$ cat src/rtl/uart_tx_pkg.sv
package uart_tx_pkg;
  typedef enum logic [2:0] {
    ST_IDLE, ST_START, ST_DATA, ST_PAR, ST_STOP, ST_DRAIN
  } tx_state_e;

  typedef struct packed {
    logic [1:0] wlen;
    logic       par_en;
    logic       par_odd;
    logic       stop2;
  } line_cfg_t;

  localparam int unsigned MIN_BITS = 5;
endpackage

$ cat src/rtl/uart_tx_hold.sv
module uart_tx_hold #(
  parameter int unsigned OVS = 16,
  parameter int unsigned DW  = 8
) (
  input  logic          clk_i,
  input  logic          rst_ni,
  input  logic          tick_i,
  input  logic          wr_i,
  input  logic [DW-1:0] wr_data_i,
  input  logic          busy_i,
  input  logic          stop_end_i,
  output logic          full_o,
  output logic [DW-1:0] data_o,
  output logic          xfer_o
);
  localparam int unsigned LW = $clog2(OVS);
  localparam logic [LW-1:0] LEAD_LAST = LW'(OVS - 1);

  logic          full_q;
  logic [DW-1:0] data_q;
  logic [LW-1:0] lead_q;

  // idle shifter: wait one bit time before the start bit; busy shifter: hand over at stop end
  assign xfer_o = full_q && tick_i && (stop_end_i || (!busy_i && lead_q == LEAD_LAST));

  always_ff @(posedge clk_i or negedge rst_ni) begin
    if (!rst_ni) begin
      full_q <= 1'b0;
      data_q <= '0;
      lead_q <= '0;
    end else begin
      if (wr_i) begin
        full_q <= 1'b1;
        data_q <= wr_data_i;
      end else if (xfer_o) begin
        full_q <= 1'b0;
      end
      if (!full_q || busy_i || xfer_o) lead_q <= '0;
      else if (tick_i)                 lead_q <= lead_q + 1'b1;
    end
  end

  assign full_o = full_q;
  assign data_o = data_q;
endmodule

$ cat src/rtl/uart_tx_shift.sv
module uart_tx_shift
  import uart_tx_pkg::*;
#(
  parameter int unsigned OVS   = 16,
  parameter int unsigned DW    = 8,
  parameter int unsigned DRAIN = 2
) (
  input  logic          clk_i,
  input  logic          rst_ni,
  input  logic          tick_i,
  input  logic          xfer_i,
  input  logic [DW-1:0] data_i,
  input  line_cfg_t     cfg_i,
  output logic          line_o,
  output logic          busy_o,
  output logic          stop_end_o,
  output logic          drain_done_o
);
  localparam int unsigned SW = $clog2(2 * OVS);
  localparam int unsigned BW = $clog2(DW);
  localparam logic [SW-1:0] BIT_LAST = SW'(OVS - 1);
  localparam logic [SW-1:0] STOP1    = SW'(OVS - 1);
  localparam logic [SW-1:0] STOP15   = SW'(OVS + OVS / 2 - 1);
  localparam logic [SW-1:0] STOP2    = SW'(2 * OVS - 1);
  localparam logic [SW-1:0] DR_LAST  = SW'(DRAIN - 1);

  tx_state_e     state_q;
  logic [SW-1:0] cnt_q;
  logic [DW-1:0] sh_q;
  logic [BW-1:0] bidx_q, blast_q;
  logic          par_q, par_en_q;
  logic [SW-1:0] stop_last_q;

  logic [DW-1:0] mask, masked;
  logic [BW-1:0] blast_d;
  logic [SW-1:0] stop_last_d;

  assign blast_d = BW'(MIN_BITS - 1) + BW'(cfg_i.wlen);

  for (genvar i = 0; i < DW; i++) begin : g_mask
    assign mask[i] = (i <= int'(blast_d));
  end
  assign masked = data_i & mask;

  always_comb begin
    if (!cfg_i.stop2)          stop_last_d = STOP1;
    else if (cfg_i.wlen == '0) stop_last_d = STOP15;
    else                       stop_last_d = STOP2;
  end

  logic bit_end;
  assign bit_end      = tick_i && cnt_q == BIT_LAST;
  assign stop_end_o   = state_q == ST_STOP && tick_i && cnt_q == stop_last_q;
  assign drain_done_o = state_q == ST_DRAIN && tick_i && cnt_q == DR_LAST && !xfer_i;
  assign busy_o       = state_q inside {ST_START, ST_DATA, ST_PAR, ST_STOP};

  always_ff @(posedge clk_i or negedge rst_ni) begin
    if (!rst_ni) begin
      state_q     <= ST_IDLE;
      cnt_q       <= '0;
      sh_q        <= '0;
      bidx_q      <= '0;
      blast_q     <= '0;
      par_q       <= 1'b0;
      par_en_q    <= 1'b0;
      stop_last_q <= '0;
    end else if (xfer_i) begin
      state_q     <= ST_START;
      cnt_q       <= '0;
      sh_q        <= masked;
      blast_q     <= blast_d;
      par_q       <= (^masked) ^ cfg_i.par_odd;
      par_en_q    <= cfg_i.par_en;
      stop_last_q <= stop_last_d;
    end else if (tick_i) begin
      cnt_q <= cnt_q + 1'b1;
      unique case (state_q)
        ST_START: if (bit_end) begin
          state_q <= ST_DATA;
          cnt_q   <= '0;
          bidx_q  <= '0;
        end
        ST_DATA: if (bit_end) begin
          cnt_q <= '0;
          sh_q  <= sh_q >> 1;
          if (bidx_q == blast_q) state_q <= par_en_q ? ST_PAR : ST_STOP;
          else                   bidx_q  <= bidx_q + 1'b1;
        end
        ST_PAR: if (bit_end) begin
          state_q <= ST_STOP;
          cnt_q   <= '0;
        end
        ST_STOP: if (cnt_q == stop_last_q) begin
          state_q <= ST_DRAIN;
          cnt_q   <= '0;
        end
        ST_DRAIN: if (cnt_q == DR_LAST) begin
          state_q <= ST_IDLE;
          cnt_q   <= '0;
        end
        default: cnt_q <= '0;
      endcase
    end
  end

  always_comb begin
    unique case (state_q)
      ST_START: line_o = 1'b0;
      ST_DATA:  line_o = sh_q[0];
      ST_PAR:   line_o = par_q;
      default:  line_o = 1'b1;
    endcase
  end
endmodule

$ cat src/rtl/uart_tx_status.sv
module uart_tx_status (
  input  logic clk_i,
  input  logic rst_ni,
  input  logic wr_i,
  input  logic legacy_i,
  input  logic xfer_i,
  input  logic stop_end_i,
  input  logic drain_done_i,
  input  logic hold_full_i,
  output logic tx_empty_o
);
  logic temt_q;

  always_ff @(posedge clk_i or negedge rst_ni) begin
    if (!rst_ni) begin
      temt_q <= 1'b1;
    end else if (wr_i) begin
      temt_q <= 1'b0;
    end else if (legacy_i) begin
      if (xfer_i)          temt_q <= 1'b0;
      else if (stop_end_i) temt_q <= 1'b1;
    end else if (drain_done_i && !hold_full_i) begin
      temt_q <= 1'b1;
    end
  end

  assign tx_empty_o = temt_q;
endmodule

$ cat src/rtl/uart_tx_temt.sv
module uart_tx_temt
  import uart_tx_pkg::*;
#(
  parameter int unsigned OVS   = 16,
  parameter int unsigned DW    = 8,
  parameter int unsigned DRAIN = 2
) (
  input  logic          clk_i,
  input  logic          rst_ni,
  input  logic          tick16_i,
  input  logic          wr_i,
  input  logic [DW-1:0] wr_data_i,
  input  logic [1:0]    wlen_i,
  input  logic          par_en_i,
  input  logic          par_odd_i,
  input  logic          stop2_i,
  input  logic          break_i,
  input  logic          legacy_i,
  output logic          txd_o,
  output logic          thr_empty_o,
  output logic          tx_empty_o
);
  line_cfg_t     cfg;
  logic          hold_full, xfer, busy, stop_end, drain_done, line;
  logic [DW-1:0] hold_data;

  assign cfg = '{wlen: wlen_i, par_en: par_en_i, par_odd: par_odd_i, stop2: stop2_i};

  uart_tx_hold #(.OVS(OVS), .DW(DW)) u_hold (
    .clk_i, .rst_ni, .tick_i(tick16_i), .wr_i, .wr_data_i,
    .busy_i(busy), .stop_end_i(stop_end),
    .full_o(hold_full), .data_o(hold_data), .xfer_o(xfer)
  );

  uart_tx_shift #(.OVS(OVS), .DW(DW), .DRAIN(DRAIN)) u_shift (
    .clk_i, .rst_ni, .tick_i(tick16_i), .xfer_i(xfer), .data_i(hold_data), .cfg_i(cfg),
    .line_o(line), .busy_o(busy), .stop_end_o(stop_end), .drain_done_o(drain_done)
  );

  uart_tx_status u_status (
    .clk_i, .rst_ni, .wr_i, .legacy_i, .xfer_i(xfer), .stop_end_i(stop_end),
    .drain_done_i(drain_done), .hold_full_i(hold_full), .tx_empty_o
  );

  assign txd_o       = line & ~break_i;
  assign thr_empty_o = ~hold_full;
endmodule

$ cat config.mk
export PLATFORM = sky130hd
export DESIGN_NAME = uart_tx_temt
export DESIGN_NICKNAME = d
export VERILOG_FILES = /design/src/rtl/uart_tx_pkg.sv /design/src/rtl/uart_tx_hold.sv /design/src/rtl/uart_tx_shift.sv /design/src/rtl/uart_tx_status.sv /design/src/rtl/uart_tx_temt.sv
export SDC_FILE = /design/constraint.sdc
export NUM_CORES = 1
export LEC_CHECK = 0
export BUFFER_PORTS_ARGS = -buffer_cell sky130_fd_sc_hd__buf_2
export CAP_MARGIN = 10
export CORE_UTILIZATION = 45
export CTS_CLUSTER_DIAMETER = 100
export DETAILED_ROUTE_END_ITERATION = 6
export GPL_TIMING_DRIVEN = 0
export SKIP_CTS_REPAIR_TIMING = 1
export SKIP_LAST_GASP = 1
export SLEW_MARGIN = 20
export SYNTH_ARGS = -nofsm -noshare
export SYNTH_HDL_FRONTEND = slang
export SYNTH_SLANG_ARGS = --single-unit
$ cat constraint.sdc
create_clock -name clk_i -period 4.75 [get_ports clk_i]
set_input_delay 0.7125 -clock clk_i [delete_from_list [all_inputs] [get_ports clk_i]]
set_output_delay 0.7125 -clock clk_i [all_outputs]
set_load 0.05 [all_outputs]
**Word level (Yosys, flattened, before mapping)**

Index checks and enable logic that the tools add are counted.

- Order comparisons: 7
- Reductions and logical operators: 32
- Multiplexer cells: 36
- Equality and inequality tests: 20
- Bitwise operators: 6
- Add/sub/neg operators: 4

Operators with widths:

| cell | number |
|---|---|
| $mux 3 | 12 |
| $mux 8 | 4 |
| $mux 5 | 6 |
| $pmux 3 s5 | 1 |
| $pmux 5 s3 | 1 |
| $le 3x3->1 const A | 4 |
| $mux 4 | 3 |
| $reduce_bool 2->1 | 6 |
| $logic_and 1x1->1 | 10 |
| $ne 3x2->1 const B | 3 |
| $ne 3x3->1 const B | 3 |
| $and 8x8->8 | 1 |
| $reduce_and 8->1 | 1 |
| $reduce_xor 8->1 | 1 |
| $mux 1 | 7 |
| $eq 3x2->1 const B | 2 |
| $eq 3x3->1 const B | 2 |
| $le 2x3->1 const A | 2 |
| $pmux 3 s2 | 1 |
| $reduce_and 6->1 | 1 |
| $reduce_bool 6->1 | 1 |
| $add 5x1->5 const B | 1 |
| $eq 5x1->1 const B | 1 |
| $eq 5x4->1 const B | 1 |
| 23 further kinds | 30 |

- Output and inout port bits: 3
- Register bits: 43

**Logic depth before layout (Yosys ltp)**

- Depth in word-level cells: 12
- Gate-level depth with buffers: 8
- Mapped depth without buffers: 8

**Modules after synthesis**

Synthesis repeated with hierarchy kept, for this count alone.

- Cells, all modules: 218
- Area total of the unflattened synthesis: 2209.6 sq um

Modules (own cells, without submodules):

| module | area each (sq um) | cells each | instances |
|---|---|---|---|
| uart_tx_shift | 1546.5 | 166 | 1 |
| uart_tx_hold | 579.3 | 45 | 1 |
| uart_tx_status | 66.3 | 5 | 1 |
| uart_tx_temt | 17.5 | 2 | 1 |

**Worst setup path before layout**

Ideal clock, no wire load.

- Path type: reg2out
- Start: reg u_shift.state_q[0]
- End: out txd_o
- Cell stages (with the launch flop): 5
- Arrival time: 1.598 ns
- Setup slack: 2.439 ns
- Cell sequence: dfrtp_1 -> clkbuf_1 -> nand2b_1 -> o21ai_0 -> a21oi_1

- Cells in the longest elaborated chain, start to end: 3

RTL lines:

| item | line | source |
|---|---|---|
| start: declaration | uart_tx_shift.sv:27 | `tx_state_e state_q;` |
| start signal: assignment | uart_tx_shift.sv:86 | `if (bidx_q == blast_q) state_q <= par_en_q ? ST_PAR : ST_STOP;` |
| $eq 3x2->1 / $eq 3x1->1 (equally long branches) | uart_tx_shift.sv:107 | `unique case (state_q)` |
| $pmux 1 s3 (*) | uart_tx_shift.sv:107 |  |
| $and 1x1->1 (*) | uart_tx_temt.sv:45 | `assign txd_o = line & ~break_i;` |
| end: declaration | uart_tx_temt.sv:19 | `output logic txd_o,` |

Mark *: on every way between the ends. The rest lies on a longest branch, timed or not.

**Worst setup path in the final report**

- Start: reg u_shift.cnt_q[1]
- End: reg u_shift.state_q[1]

- Cells in the longest elaborated chain, start to end: 6

RTL lines:

| item | line | source |
|---|---|---|
| start: declaration | uart_tx_shift.sv:28 | `logic [SW-1:0] cnt_q;` |
| start signal: assignment | uart_tx_shift.sv:76 | `cnt_q <= cnt_q + 1'b1;` |
| $eq 5x5->1 | uart_tx_shift.sv:53, uart_tx_shift.sv:93 |  |
| $logic_and 1x1->1 | uart_tx_shift.sv:53 | `assign stop_end_o = state_q == ST_STOP && tick_i && cnt_q == stop_last_q;` |
| $logic_or 1x1->1 | uart_tx_hold.sv:24 | `assign xfer_o = full_q && tick_i && (stop_end_i \|\| (!busy_i && lead_q == LEAD_LAST));` |
| $logic_and 1x1->1 | uart_tx_hold.sv:24 |  |
| $ne 3x3->1 (no line) (tied with other cells) | -- |  |
| $reduce_and 8->1 (no line) | -- |  |

Parallel ways exist; a longest one is shown, timed or not.
A chain may end at the register's enable or synchronous reset.

==> results.cfg <==
[floorplanning]
initial_utilization_pct = 47.5
die_w_um = 70.5
die_area_mm2 = 0.00497
row_count = 24
die_h_um = 70.5
io_pins = 22
core-area_mm2 = 0.00444

[worst_setup_path]
ff2ff_path_depth = 7
cp_max_fo = 5
r2r_start = u_shift.cnt_q[1]
r2r_slack_ps = 2260
startpoint_type = flop
end_kind = flop
crit_arrival_ps = 2670
rr_endpoint = u_shift.state_q[1]
critical_path_class = reg2reg
worstPathRequired_ps = 4930

[finish]
nFillCells = 409
final_common_cell = dfrtp_1
antennaDiodeCount = 0
syn_to_final_growth_pct = 13.8
finalNetCount = 250
final_cell_mix = dfrtp_1, buf_2, nor2_1
drive_above_1_share_pct = 19.4

[cts]
clock_sinks = 40
cts_tree = done
clkLatencyLatePin_ps = 290
ctsLongestPathBuffers = 2
htreeDepth = 2
cts.clk_slew.worst_paths_ps = 80
numCtsBuffers = 5
root_buffer = clkbuf_8

[logic_synthesis]
yosysWarningCount = 0
netlist_instances = 199
avgSynthCellArea_um2 = 10.6
synth_top_cell_by_area = dfrtp_1
syn_area_mm2 = 0.00211
synth_top_area_share_pct = 46.2
synth_cell_types = 47
syn-num-nets = 223
ys_seq_area_share_pct = 47.5
synth_area_leaders = dfrtp_1, mux2i_1, mux2_2
yosys_register_bits = 40

[sta]
setup_ws_ps = 2260
slew_headroom_pct = 42.2
rsz0062_at_grt = false
worstMarginPinSlew_ps = 867
setup_viol = 0
drv_slew = 0
min_period_over_period_pct = 52.3
skew_ps = 14.2
fin_crit_ps = 2490
fmax_ghz = 0.402
hold_viol = 0
finalSetupTns_ps = 0

[global_route]
grtUsageTotal_pct = 19.4
grt_max_degree = 41
grt-ovfl-total = 0
first_global_vias = 1672
antenna_found_initial = 0
grt_pass1_wl_um = 7500

[routing]
drtIter0Drc = 122
drt-pass1-iter-count = 4
vias = 1546
ant_nets = 0
drt-wirelength-per-cell_um = 15.2
routed_wirelength_um = 4240
via_per_inst = 5.54
drc = 0

[run]
drv_cap = 0

[status]
status = finished, final reports clean

[placed_design]
numPortBuffers = 20
place_ws_ps = 2130
dp_hpwl_um = 3080
place_congestion = 0.856

[pwr]
p_leak_nw = 1.12
ir_drop_uv = 248
power-per-cell-area_mw_per_mm2 = 452

[hold_path]
hp-class = reg2reg
min_from = u_shift.par_q
hold_path_depth = 2
min_to = u_shift.par_q
worst max-delay path, stage by stage (launching register included):
cell and delay (ps):
dfrtp_1 440, inv_1 100, ha_1 140, nor4b_1 510, o32ai_1 230, a2111oi_0 570
o211ai_1 210, o211a_1 180
kinds of logic (layout without fill, tap and decap cells):
kind of cell,count (synthesis),count (layout),synth area share (%)
buffers and inverters,20,48,3.97
adders and majority gates,5,5,2.96
DFF,40,40,47.5
and+or+nand+nor,52,52,13.0
xor gates and xnor gates,16,16,6.63
AOI/OAI and AO/OA,43,43,14.4
muxes,23,23,11.6
cell usage after synthesis (all sizes together):
cell type and number:
a21o 1, a211oi 3, nand2b 3, a2111oi 2, mux2 12, o211a 2, o32a 1, nand4bb 1
inv 12, nor3 2, xnor2 10, o221ai 1, o2bb2ai 1, a211o 1, xor2 6, o32ai 1
and3 1, a31oi 4, dfrtp 39, a21boi 1, ha 5, o31ai 1, dfstp 1, or4 1
nor2b 1, and2 1, clkbuf 5, o211ai 2, nand4 4, o21ai 10, nand3 9, a21oi 9
nand3b 1, buf 3, o22ai 3, mux2i 11, or3 2, nand2 11, nor4b 2, nor2 13
report_power, final:
| part | total, W | switching [W] | internal (W) |
|---|---|---|---|
| Clock | 0.000304 | 0.000118 | 0.000185 |
| Sequential | 0.000452 | 0.0000502 | 0.000402 |
| Combinational | 0.000331 | 0.000192 | 0.000139 |
registers in the layout, indices dropped and copies added (netlist names):
name and cells:
u_shift.cnt_q 5, u_shift.sh_q 8, u_shift.par_q 1, u_shift.par_en_q 1, u_shift.state_q 3, u_hold.lead_q 4, u_status.tx_empty_o 1, u_shift.blast_q 2
u_shift.stop_last_q 3, u_shift.bidx_q 3, u_hold.data_o 8, u_hold.full_o 1
layout make-up:
cell class,count,area [um^2],share of cell area [%]
Buffer,8,38.8,1.61
Clock buffer,7,96.3,4.01
Clock inverter,1,30.0,1.25
Inverter,12,45.0,1.87
Multi-Input combinational cell,139,1030,42.7
Sequential cell,40,1000,41.7
Tap cell,52,65.1,2.71
Timing Repair Buffer,20,100,4.16
how the worst max path moves through the flow:
stage                       start                 end  slack (ps)  depth (start not counted)
4_1_cts          u_shift.cnt_q[1]  u_shift.state_q[1]        2300                          7
3_3_place_gp             tick16_i  u_shift.state_q[1]        2170                          6
3_5_place_dp             tick16_i  u_shift.state_q[2]        2130                          6
6_report         u_shift.cnt_q[1]  u_shift.state_q[1]        2260                          7
2_1_floorplan  u_shift.state_q[0]               txd_o        2440                          4
5_1_grt          u_shift.cnt_q[1]  u_shift.state_q[2]        2140                          7
per-stage QoR:
stage / total power [W] / cells / cell area, um^2 / utilization, % / hold WS, ps
2_1_floorplan: 0.000708 / 199 / 2110 / - / 417
4_1_cts: 0.00109 / 279 / 2400 / 54.1 / 498
3_5_place_dp: 0.000787 / 271 / 2280 / 51.2 / 481
3_3_place_gp: 0.000776 / 271 / 2280 / 51.2 / 475
6_report: 0.00109 / 279 / 2400 / 54.1 / 492
5_1_grt: 0.00115 / 279 / 2400 / 54.1 / 535
layer usage:
| layer | global-route usage, % | part of all wire [%] | vias to the layer above |
|---|---|---|---|
| met5 | 0 | 0 | - |
| met4 | 7.94 | 0.85 | 0 |
| met3 | 3.17 | 2.2 | 5 |
| met2 | 34.6 | 52 | 20 |
| met1 | 23.2 | 45 | 755 |
| li1 | - | - | 766 |
Note: power is estimated with default switching activity, not from simulation.
